**config.mk**
```make
export PLATFORM = sky130hd
export DESIGN_NAME = cbit_rx_port
export DESIGN_NICKNAME = d
export VERILOG_FILES = /design/src/rtl/cbit_pkg.sv /design/src/rtl/cbit_arm_tracker.sv /design/src/rtl/cbit_serializer.sv /design/src/rtl/cbit_frame_marker.sv /design/src/rtl/cbit_rx_port.sv
export SDC_FILE = /design/constraint.sdc
export NUM_CORES = 1
export LEC_CHECK = 0
export ABC_CLOCK_PERIOD_IN_PS = 2000
export CAP_MARGIN = 20
export CORE_AREA = 2 2 39 41
export CTS_BUF_LIST = sky130_fd_sc_hd__clkbuf_2
export CTS_CLUSTER_DIAMETER = 40
export CTS_CLUSTER_SIZE = 16
export DETAILED_ROUTE_END_ITERATION = 7
export DIE_AREA = 0 0 41 43
export SLEW_MARGIN = 20
export SYNTH_ARGS = -nofsm -noshare
export SYNTH_HDL_FRONTEND = slang
export SYNTH_SLANG_ARGS = --single-unit
export TNS_END_PERCENT = 50
```
**constraint.sdc**
```tcl
create_clock -name clk -period 2 [get_ports clk]
set_clock_uncertainty 0.15 [all_clocks]
set_input_delay 0.6 -clock clk [delete_from_list [all_inputs] [get_ports clk]]
set_output_delay 0.6 -clock clk [all_outputs]
set_load 0.05 [all_outputs]
```
**src/rtl/cbit_pkg.sv**
```systemverilog
package cbit_pkg;
    localparam int IDX_W = 5;
    typedef logic [IDX_W-1:0] cidx_t;

    localparam cidx_t NUM_CBITS  = cidx_t'(21);
    localparam cidx_t FRAME_IDX  = cidx_t'(1);
    localparam cidx_t FIRST_OUT  = cidx_t'(2);
    localparam cidx_t GAP_FIRST  = cidx_t'(7);
    localparam cidx_t GAP_LAST   = cidx_t'(12);
    localparam cidx_t DL_FIRST   = cidx_t'(13);
    localparam cidx_t DL_LAST    = cidx_t'(15);

    typedef struct packed {
        logic  valid;
        cidx_t idx;
        logic  value;
    } cbit_strobe_t;

    function automatic logic idx_legal(cidx_t i);
        return (i >= FRAME_IDX) && (i <= NUM_CBITS);
    endfunction

    function automatic logic idx_forwarded(cidx_t i);
        return idx_legal(i) && (i >= FIRST_OUT) && !((i >= GAP_FIRST) && (i <= GAP_LAST));
    endfunction

    function automatic logic idx_datalink(cidx_t i);
        return (i >= DL_FIRST) && (i <= DL_LAST);
    endfunction
endpackage

```
**src/rtl/cbit_arm_tracker.sv**
```systemverilog
module cbit_arm_tracker
    import cbit_pkg::*;
(
    input  logic         clk,
    input  logic         rst,
    input  cbit_strobe_t strb,
    output logic         armed
);
    logic seen_start;

    always_ff @(posedge clk) begin
        if (rst) begin
            seen_start <= 1'b0;
            armed      <= 1'b0;
        end else if (strb.valid) begin
            if (strb.idx == FRAME_IDX)
                seen_start <= 1'b1;
            if (strb.idx == NUM_CBITS && seen_start)
                armed <= 1'b1;
        end
    end
endmodule

```
**src/rtl/cbit_serializer.sv**
```systemverilog
module cbit_serializer
    import cbit_pkg::*;
(
    input  logic         clk,
    input  logic         rst,
    input  cbit_strobe_t strb,
    input  logic         armed,
    input  logic         dl_en,
    output logic         ser_clk,
    output logic         ser_data,
    output logic         dl_mark
);
    logic fire;
    logic pend;

    always_comb fire = strb.valid && armed && idx_forwarded(strb.idx);

    always_ff @(posedge clk) begin
        if (rst) begin
            pend     <= 1'b0;
            ser_clk  <= 1'b0;
            ser_data <= 1'b0;
            dl_mark  <= 1'b0;
        end else begin
            pend    <= fire;
            ser_clk <= pend;
            if (fire) begin
                ser_data <= strb.value;
                dl_mark  <= dl_en && idx_datalink(strb.idx);
            end
        end
    end
endmodule

```
**src/rtl/cbit_frame_marker.sv**
```systemverilog
module cbit_frame_marker
    import cbit_pkg::*;
(
    input  logic         clk,
    input  logic         rst,
    input  cbit_strobe_t strb,
    input  logic         armed,
    output logic         frame_pulse
);
    always_ff @(posedge clk) begin
        if (rst)
            frame_pulse <= 1'b0;
        else if (strb.valid && armed) begin
            if (strb.idx == FRAME_IDX)
                frame_pulse <= 1'b1;
            else if (strb.idx == FIRST_OUT)
                frame_pulse <= 1'b0;
        end
    end
endmodule

```
**src/rtl/cbit_rx_port.sv**
```systemverilog
module cbit_rx_port
    import cbit_pkg::*;
(
    input  logic             clk,
    input  logic             rst,
    input  logic             c_valid,
    input  logic [IDX_W-1:0] c_index,
    input  logic             c_value,
    input  logic             dl_en,
    output logic             cbit_clk,
    output logic             cbit_data,
    output logic             cbit_frame,
    output logic             dl_mark
);
    cbit_strobe_t strb;
    logic         armed;

    always_comb begin
        strb.valid = c_valid;
        strb.idx   = c_index;
        strb.value = c_value;
    end

    cbit_arm_tracker arm_i (
        .clk   (clk),
        .rst   (rst),
        .strb  (strb),
        .armed (armed)
    );

    cbit_serializer ser_i (
        .clk      (clk),
        .rst      (rst),
        .strb     (strb),
        .armed    (armed),
        .dl_en    (dl_en),
        .ser_clk  (cbit_clk),
        .ser_data (cbit_data),
        .dl_mark  (dl_mark)
    );

    cbit_frame_marker frm_i (
        .clk         (clk),
        .rst         (rst),
        .strb        (strb),
        .armed       (armed),
        .frame_pulse (cbit_frame)
    );
endmodule

```
==> results.yml <==
floorplanning:
  initial_core_util_pct: 24.1
  fp.dieW_um: 41
  die_h_um: 43
  ioPinCount: 14
  coreArea_sq_um: 1380
  die-area_sq_um: 1760
  std_cell_rows: 14
routing:
  drc: 0
  wl_um: 709
  first_iter_violations: 4
  postRouteAntennaNets: 0
  wire_per_inst_um: 9.99
  vias_per_cell: 4.55
  num_vias: 323
  drtPass1Iterations: 4
sta:
  timing.hold.ws_ns: 0.295
  fin_crit_ns: 1.84
  finalHoldViolCount: 0
  setup_viol: 0
  setup_slack_ns: 0.163
  timing.slew.headroom_pct: 81.7
  setup_tns_ns: 0
  final-max-slew-violation-count: 0
  grt_setup_unrepaired: "no"
  worst_pin_slew_ns: 0.275
  fin_crit_sh_pct: 91.8
  fmax_mhz: 544
synth:
  synthSimpleGateAreaFrac_pct: 27.7
  syn_area_per_cell_sq_um: 9.83
  netlist_area_sq_um: 334
  yosysUniqueCellTypes: 19
  synthesis.nets: 44
  syn_inst: 34
  synthMuxAreaShare_pct: 5.99
  ys_ff_latch: 7
  synth-xor-area-share_pct: 0
  synthAdderAreaFrac_pct: 0
  synth_seq_area_share_pct: 41.9
  synth_top_family_by_area: "simple AND/OR/NAND/NOR gates"
  synth_compound_area_share_pct: 23.2
  ys.warnings.count: 0
layout:
  final_core_util_pct: 38.8
  layout-drive-gt1-share_pct: 32.7
  synthToLayoutAreaGrowth_pct: 60.7
  stdcell_area_sq_um: 537
  final_cell_mix: "9 x clkdlybuf4s50_1, 7 x dfxtp_1, 7 x buf_4, 5 x nor2_1, 4 x clkbuf_2"
  num-nets-final: 66
  n_antenna_cell: 0
  layout_commonest_cell: "clkdlybuf4s50_1"
  fin_cells: 71
cts:
  clkLatencyLatePin_ns: 0.22
  htreeDepth: 1
  cts_tree: "done"
  cts_buffer_depth: 2
  cts_setup_buffers: 0
  cts_buffers: 3
  cts_root_buf: "clkbuf_2"
  holdBufCountCts: 0
  cts_resized: 0
  clock-sinks: 7
  clk_pin_slew_worst_paths_ns: 0.07
placement:
  dp_cells: 67
  dpl-instance-area_sq_um: 517
  dp_hpwl_um: 563
  dp_slack_ns: -0.0520
  port_buffers: 13
  globalplace.congestion: 0.584
run_status:
  status: "completed"
worst_setup_path:
  rr_worst_depth: 4
  cp-start-kind: "input pin"
  critPathKind: "in2reg"
  cp.arrival_ns: 1.84
  worstPathRequired_ns: 2.00
  cp_max_fo: 5
  endpoint_kind: "flip-flop"
hold_path:
  hold_class: "reg2reg"
  holdPathStages: 1
global_route:
  grt.overflow.total: 0
  grt_pass1_wl_um: 1170
  grt_usage_pct: 9.77
  grt_pass1_vias: 266
  grt_max_degree: 10
  antenna_found_initial: 0
power_and_ir_drop:
  power_mw: 0.281
  vdd_drop_max_uv: 284
  power.density_nw_per_um2: 523
  p_leak_nw: 0.220
flow_run:
  drv_cap: 0
worst max-delay path: stages:
cell and delay (ns):
clkdlybuf4s50_1 0.48, or2_4 0.28, o221ai_2 0.26, mux2i_1 0.22
synthesized netlist by cell type:
cell type	n	area [sq um]
dfxtp_1	7	140
nor2_1	5	18.8
nand2b_1	3	18.8
a21oi_1	2	10.0
a41oi_1	2	17.5
mux2i_1	2	20.0
a31oi_1	1	6.26
and3b_1	1	8.76
and4bb_2	1	12.5
inv_2	1	3.75
nand2_1	1	3.75
nand4b_1	1	8.76
nor2_2	1	6.26
nor2b_1	1	6.26
o21a_1	1	7.51
o21ai_1	1	5.00
o221ai_2	1	15.0
o41ai_2	1	16.3
or2_4	1	8.76
kinds of logic (layout without fill, tap and decap cells):
kind of cell           count (synthesis)  after routing
AO/OA/AOI/OAI                          9              9
multiplexers                           2              2
flip-flops                             7              7
buffers and inverters                  1             22
AND/OR/NAND/NOR                       15             15
state kept, by name (all words and copies together) (netlist names):
register and flops:
ser_i.ser_clk 1, ser_i.pend 1, frm_i.frame_pulse 1, arm_i.armed 1
arm_i.seen_start 1, ser_i.dl_mark 1, ser_i.ser_data 1
per-layer routing:
metal	track usage, %	up-vias	wire [um]
met5	0	-	0
met4	6.00	0	0
met3	3.14	0	41
met2	10.9	8	315
met1	15.3	143	352
li1	-	172	-
power by group:
part	switching (mW)	internal [mW]	total, mW	leakage [nW]
clock network	0.0450	0.0531	0.0981	0.0166
logic	0.0170	0.0260	0.0430	0.147
registers	0.000113	0.140	0.140	0.0564
final cells by class:
cell class                 instances  area, sq um
fill                             154          847
multi-input combinational         26          190
timing repair buffer              17          163
sequential                         7          140
clock buffer                       4         20.0
tap                               16         20.0
inverter                           1         3.75
path summary, 6_finish.rpt:
check / from / end / slack [ns]
worst max-delay path: c_index[2] / ser_i.ser_data$_SDFFE_PP0P_ / 0.16
worst min-delay path: ser_i.pend$_SDFF_PP0_ / ser_i.ser_clk$_SDFF_PP0_ / 0.29
worst max register to register: arm_i.armed$_SDFFE_PP0P_ / ser_i.ser_data$_SDFFE_PP0P_ / 0.76
worst min register to register: ser_i.pend$_SDFF_PP0_ / ser_i.ser_clk$_SDFF_PP0_ / 0.29
Note: power is estimated with default switching activity, not from simulation.
